==> config.mk <==
export PLATFORM = sky130hd
export DESIGN_NAME = usb_in_pktzr
export DESIGN_NICKNAME = d
export VERILOG_FILES = /design/src/rtl/usb_in_pktzr_pkg.sv /design/src/rtl/usb_in_pktzr_bufwait.sv /design/src/rtl/usb_in_pktzr_track.sv /design/src/rtl/usb_in_pktzr.sv
export SDC_FILE = /design/constraint.sdc
export NUM_CORES = 1
export LEC_CHECK = 0
export BUFFER_PORTS_ARGS = -buffer_cell sky130_fd_sc_hd__buf_2
export CORE_ASPECT_RATIO = 1.2
export CORE_MARGIN = 2
export CORE_UTILIZATION = 45
export DETAILED_ROUTE_END_ITERATION = 7
export PLACE_DENSITY = 0.71
export REMOVE_ABC_BUFFERS = 1
export SYNTH_ARGS = -nofsm -noshare
export SYNTH_HDL_FRONTEND = slang
export SYNTH_SLANG_ARGS = --single-unit
==> constraint.sdc <==
create_clock -name clk -period 4.2 [get_ports clk]
set_input_delay 0.42 -clock clk [delete_from_list [all_inputs] [get_ports clk]]
set_output_delay 0.42 -clock clk [all_outputs]
set_load 0.02 [all_outputs]
==> src/rtl/usb_in_pktzr_pkg.sv <==
package usb_in_pktzr_pkg;

  typedef logic [10:0] mps_t;

  typedef enum logic [1:0] {
    EP_CTRL = 2'd0,
    EP_BULK = 2'd1,
    EP_INTR = 2'd2,
    EP_RSVD = 2'd3
  } ep_kind_e;

  typedef enum logic [2:0] {
    S_IDLE,
    S_WAIT,
    S_SIZE,
    S_ADDR,
    S_DMA,
    S_NAK,
    S_ACK,
    S_DONE
  } pk_state_e;

  // Largest packet the endpoint kind may carry at the given speed.
  function automatic mps_t mps_for(input logic [1:0] kind, input logic hs);
    mps_t m;
    case (kind)
      EP_BULK: m = hs ? mps_t'(512)  : mps_t'(64);
      EP_INTR: m = hs ? mps_t'(1024) : mps_t'(64);
      default: m = mps_t'(64);
    endcase
    return m;
  endfunction

  // Packet size: remaining bytes capped at the max packet size.
  function automatic mps_t clip_size(input longint rem, input mps_t m);
    mps_t s;
    if (rem <= 0)
      s = '0;
    else if (rem > longint'(m))
      s = m;
    else
      s = mps_t'(rem);
    return s;
  endfunction

endpackage

==> src/rtl/usb_in_pktzr_bufwait.sv <==
module usb_in_pktzr_bufwait #(
  parameter int TMO_CYC = 4096
) (
  input  logic clk,
  input  logic rst_n,
  input  logic arm_i,
  input  logic full_i,
  output logic go_o,
  output logic expire_o
);
  localparam int CNT_W = $clog2(TMO_CYC + 1);

  logic [CNT_W-1:0] cnt_q;
  logic             at_limit;

  assign at_limit = (cnt_q == CNT_W'(TMO_CYC - 1));
  assign expire_o = arm_i && full_i && at_limit;
  assign go_o     = arm_i && (!full_i || at_limit);

  always_ff @(posedge clk or negedge rst_n) begin
    if (!rst_n)
      cnt_q <= '0;
    else if (!arm_i || go_o)
      cnt_q <= '0;
    else
      cnt_q <= cnt_q + 1'b1;
  end
endmodule

==> src/rtl/usb_in_pktzr_track.sv <==
module usb_in_pktzr_track
  import usb_in_pktzr_pkg::*;
#(
  parameter int ADDR_W = 32,
  parameter int LEN_W  = 16,
  parameter int REM_W  = 18
) (
  input  logic                    clk,
  input  logic                    rst_n,
  input  logic                    load_i,
  input  logic [ADDR_W-1:0]       base_i,
  input  logic [LEN_W-1:0]        len_i,
  input  mps_t                    mps_i,
  input  logic                    step_i,
  output logic signed [REM_W-1:0] rem_o,
  output logic [ADDR_W-1:0]       addr_o,
  output mps_t                    size_o,
  output logic                    more_o
);
  logic signed [REM_W-1:0] rem_q;
  logic [ADDR_W-1:0]       addr_q;
  logic signed [REM_W-1:0] mps_s;

  assign mps_s  = $signed({{(REM_W-11){1'b0}}, mps_i});
  assign size_o = clip_size(longint'(rem_q), mps_i);
  assign more_o = !rem_q[REM_W-1];
  assign rem_o  = rem_q;
  assign addr_o = addr_q;

  always_ff @(posedge clk or negedge rst_n) begin
    if (!rst_n) begin
      rem_q  <= '0;
      addr_q <= '0;
    end else if (load_i) begin
      rem_q  <= $signed({{(REM_W-LEN_W){1'b0}}, len_i});
      addr_q <= base_i;
    end else if (step_i) begin
      rem_q  <= rem_q - mps_s;
      addr_q <= addr_q + {{(ADDR_W-11){1'b0}}, size_o};
    end
  end
endmodule

==> src/rtl/usb_in_pktzr.sv <==
module usb_in_pktzr
  import usb_in_pktzr_pkg::*;
#(
  parameter int ADDR_W  = 32,
  parameter int LEN_W   = 16,
  parameter int TMO_CYC = 4096
) (
  input  logic              clk,
  input  logic              rst_n,
  input  logic              start_i,
  input  logic [ADDR_W-1:0] base_addr_i,
  input  logic [LEN_W-1:0]  length_i,
  input  logic [1:0]        ep_kind_i,
  input  logic              high_speed_i,
  input  logic              ack_i,
  input  logic              txbuf_full_i,
  output logic [10:0]       pkt_size_o,
  output logic              pkt_size_we_o,
  output logic [ADDR_W-1:0] pkt_addr_o,
  output logic              pkt_addr_we_o,
  output logic              dma_start_o,
  output logic              nak_release_o,
  output logic              done_o,
  output logic              timeout_err_o,
  output logic              busy_o
);
  localparam int BASE_W = (LEN_W > 11) ? LEN_W : 11;
  localparam int REM_W  = BASE_W + 2;

  pk_state_e state_q, state_d;
  mps_t      mps_q;
  logic      err_q;

  // Named internal events
  logic                    start_ok;
  logic                    wait_armed;
  logic                    wait_go;
  logic                    wait_expire;
  logic                    step_ev;
  logic                    ack_ev;
  logic                    more_pkts;
  logic signed [REM_W-1:0] rem_now;
  mps_t                    size_now;
  logic [ADDR_W-1:0]       addr_now;

  assign start_ok   = (state_q == S_IDLE) && start_i;
  assign wait_armed = (state_q == S_WAIT);
  assign step_ev    = (state_q == S_NAK);
  assign ack_ev     = (state_q == S_ACK) && ack_i;

  usb_in_pktzr_bufwait #(
    .TMO_CYC (TMO_CYC)
  ) wait_i (
    .clk      (clk),
    .rst_n    (rst_n),
    .arm_i    (wait_armed),
    .full_i   (txbuf_full_i),
    .go_o     (wait_go),
    .expire_o (wait_expire)
  );

  usb_in_pktzr_track #(
    .ADDR_W (ADDR_W),
    .LEN_W  (LEN_W),
    .REM_W  (REM_W)
  ) track_i (
    .clk    (clk),
    .rst_n  (rst_n),
    .load_i (start_ok),
    .base_i (base_addr_i),
    .len_i  (length_i),
    .mps_i  (mps_q),
    .step_i (step_ev),
    .rem_o  (rem_now),
    .addr_o (addr_now),
    .size_o (size_now),
    .more_o (more_pkts)
  );

  always_comb begin
    state_d = state_q;
    case (state_q)
      S_IDLE: if (start_i) state_d = S_WAIT;
      S_WAIT: if (wait_go) state_d = S_SIZE;
      S_SIZE: state_d = S_ADDR;
      S_ADDR: state_d = S_DMA;
      S_DMA:  state_d = S_NAK;
      S_NAK:  state_d = S_ACK;
      S_ACK:  if (ack_i) state_d = more_pkts ? S_WAIT : S_DONE;
      S_DONE: state_d = S_IDLE;
      default: state_d = S_IDLE;
    endcase
  end

  always_ff @(posedge clk or negedge rst_n) begin
    if (!rst_n) begin
      state_q <= S_IDLE;
      mps_q   <= mps_t'(64);
      err_q   <= 1'b0;
    end else begin
      state_q <= state_d;
      if (start_ok) begin
        mps_q <= mps_for(ep_kind_i, high_speed_i);
        err_q <= 1'b0;
      end else if (wait_expire) begin
        err_q <= 1'b1;
      end
    end
  end

  assign pkt_size_o    = size_now;
  assign pkt_addr_o    = addr_now;
  assign pkt_size_we_o = (state_q == S_SIZE);
  assign pkt_addr_we_o = (state_q == S_ADDR);
  assign dma_start_o   = (state_q == S_DMA);
  assign nak_release_o = (state_q == S_NAK);
  assign done_o        = (state_q == S_DONE);
  assign timeout_err_o = err_q;
  assign busy_o        = (state_q != S_IDLE);
endmodule

==> results.yml <==
status:
  run_status: "finished clean"
setup_path:
  cp_max_fo: 7
  critPathMaxStageDelay_ns: 0.55
  path_buf_inv: 1
  cp_data_arrival_time_ns: 4.33
  cp_slowest_cell: "or4_1"
  critPathMostFrequentCell: "or4_1"
  crit_family: "simple AND/OR/NAND/NOR gates"
  timing.critical_path.cells: "or4_1, nor4_2, nand4_1, a21boi_2, and3_1, ha_1, inv_1, fa_1, nor2b_1, o2111ai_1, a21oi_2, nor2_2, or4_1, nand3_1"
  criticalPathCategory: "reg2reg"
  cp.required_ns: 4.50
  crit_path_end_kind: "register"
  crit_path_start_kind: "register"
clock_tree:
  insertion_delay_ns: 0.36
  cts_tree: "done"
  clockBufferDepth: 2
  cts_hold_buffers: 0
  numCtsBuffers: 9
  cts-root-buf: "clkbuf_8"
  clk_transition_reported_paths_ns: 0.09
  htree_levels: 3
  cts.sinks: 70
final_layout:
  final_common_cell: "buf_2"
  nFillCells: 857
  nets: 660
  drive_gt1_share_pct: 25.9
  final_cell_mix: "105 x buf_2, 69 x dfrtp_1, 68 x nand2_1"
  syn_to_final_growth_pct: 19.9
  final_cell_area_um2: 5110
  n_antenna_cell: 0
sta:
  slew_violations: 0
  hold_slack_ns: 0.129
  period_minus_slack_ns: 4.04
  post-route-period-util_pct: 96.1
  finalSetupViolations: 0
  timing.fmax_mhz: 248
  worst-slew-pin-transition_ns: 0.787
  hold_violations: 0
  maxSlewHeadroom_pct: 47.5
  clock_skew_ns: 0.0122
floorplanning:
  dieHeight_um: 111
  die_area_um2: 10300
  coreArea_um2: 9130
  io_pins: 106
  rows: 38
  initial_core_util_pct: 46.7
  die_w_um: 92.8
job:
  cap_violations: 0
yosys:
  yosysSeqAreaShare_pct: 41.2
  synth_cell_types: 59
  synthTopCellsByArea: "dfrtp_1 41%, xor2_1 6.2%, nand2_1 6.0%"
  synth_compound_area_share_pct: 16.2
  synthAdderAreaFrac_pct: 5.76
  avgSynthCellArea_um2: 8.91
  synth_top_family_by_area: "simple AND/OR/NAND/NOR gates"
  synth_mux_area_share_pct: 0
  synth_edf_count: 0
  async_flop_share_pct: 100
  ys_seq_elements: 70
  netlist.area_leader.share_pct: 40.5
  synth.largest_area_cell: "dfrtp_1"
  yosys.area_share.simple_pct: 25.2
  netlist_area_um2: 4260
  synth_flop_cell: "dfrtp_1"
  yosysWarnings: 0
  synthXorXnorAreaFrac_pct: 8.23
  syn_inst: 478
routing:
  viasPerCell: 5.48
  drcViolationCount: 0
  wirelength_um: 11100
  wl_per_cell_um: 15.7
  dr.pass1.iters: 4
  num_vias: 3892
  drt_iter0_drc: 147
  antenna_left: 0
placement:
  dp_hpwl_um: 8230
  globalplace.congestion: 0.908
  placed_cell_area_um2: 4890
  port_buffers: 105
grt:
  antenna_found_initial: 1
  grt_overflow: 0
  grt_pass1_wl_um: 18100
  grt_pass1_vias: 3812
  grt_start_max_net_pins: 45
  grt_usage_pct: 22.0
min_path:
  hold_path.class: "in2async"
power:
  power_density_nw_per_um2: 711
  p_leak_nw: 2.44
  vdd_drop_max_uv: 364
## final timing paths
check | startpoint | end | slack (ns) | cells past startpoint
min in group clk | length_i[1] | track_i.rem_o[1] | 0.26 | 3
min | rst_n | track_i.addr_o[0] | 0.13 | 1
min reg2reg | mps_q[6] | mps_q[6] | 0.47 | 2
max in group asynchronous | rst_n | mps_q[6] | 3.07 | 2
max | track_i.rem_o[8] | track_i.addr_o[28] | 0.16 | 14
max reg2reg | track_i.rem_o[8] | track_i.addr_o[28] | 0.16 | 14
## routing by layer
metal | global-route usage (%) | vias up | share of wire, %
met3 | 5.53 | 14 | 7.1
met4 | 6.67 | 2 | 1.3
li1 | - | 1905 | -
met5 | 0 | - | 0.099
met2 | 37.0 | 130 | 51
met1 | 27.8 | 1841 | 40
## state kept, by name, summed over array words and instances (netlist names)
name,cells
timeout_err_o,1
state_q,3
track_i.addr_o,32
mps_q,3
wait_i.cnt_q,13
track_i.rem_o,18
## timing repair
action                                 4_1_cts  5_1_grt
endpoints found under the hold margin        0        0
gates resized for setup                      0        1
setup endpoints to repair                    0        5
buffers inserted                             0        1
## logic make-up (layout without fill, tap and decap cells)
family,count (synthesis),count (layout)
compound gates,108,108
xor+xnor,40,40
fa+ha+maj,19,19
buf+inv,30,142
flops,70,70
simple gates,211,211
## cell usage after synthesis (12+ instances only)
master and count:
o21ai_0 39, inv_1 12, a21oi_1 22, nand3_1 18
ha_1 18, dfrtp_1 69, xor2_1 30, and3_1 24
nand2_1 68, nor2_1 45
## power by group
group          leakage [nW]  internal, mW  total, mW  switching, mW
Combinational          1.47         0.696       1.82           1.12
Sequential            0.871         0.939       1.24          0.301
Clock                0.0993         0.294      0.574          0.281
Total                  2.44          1.93       3.63           1.70
## stage by stage
step / instances / worst slack [ns] / setup TNS (ns) / utilization, % / power, mW
final: 710 / 0.163 / 0 / 55.9 / 3.63
after global routing: 710 / -0.0131 / -0.0131 / 55.9 / 3.91
after CTS: 709 / 0.0936 / 0 / 55.8 / 3.64
after detailed placement: 693 / 0.118 / 0 / 53.5 / 3.05
after global placement: 693 / 0.357 / 0 / 53.5 / 3.01
after floorplan: 461 / 0.188 / 0 / - / 2.47
## final cells by class
class / instances / area (um^2) / share of cell area, %
clock inverter: 6 / 67.6 / 1.32
sequential: 70 / 1750 / 34.3
tap: 120 / 150 / 2.94
multi-input combinational: 378 / 2360 / 46.3
clock buffer: 10 / 138 / 2.69
inverter: 13 / 50.0 / 0.980
timing repair buffer: 113 / 586 / 11.5
No activity file was read; power rests on OpenSTA's default activity.
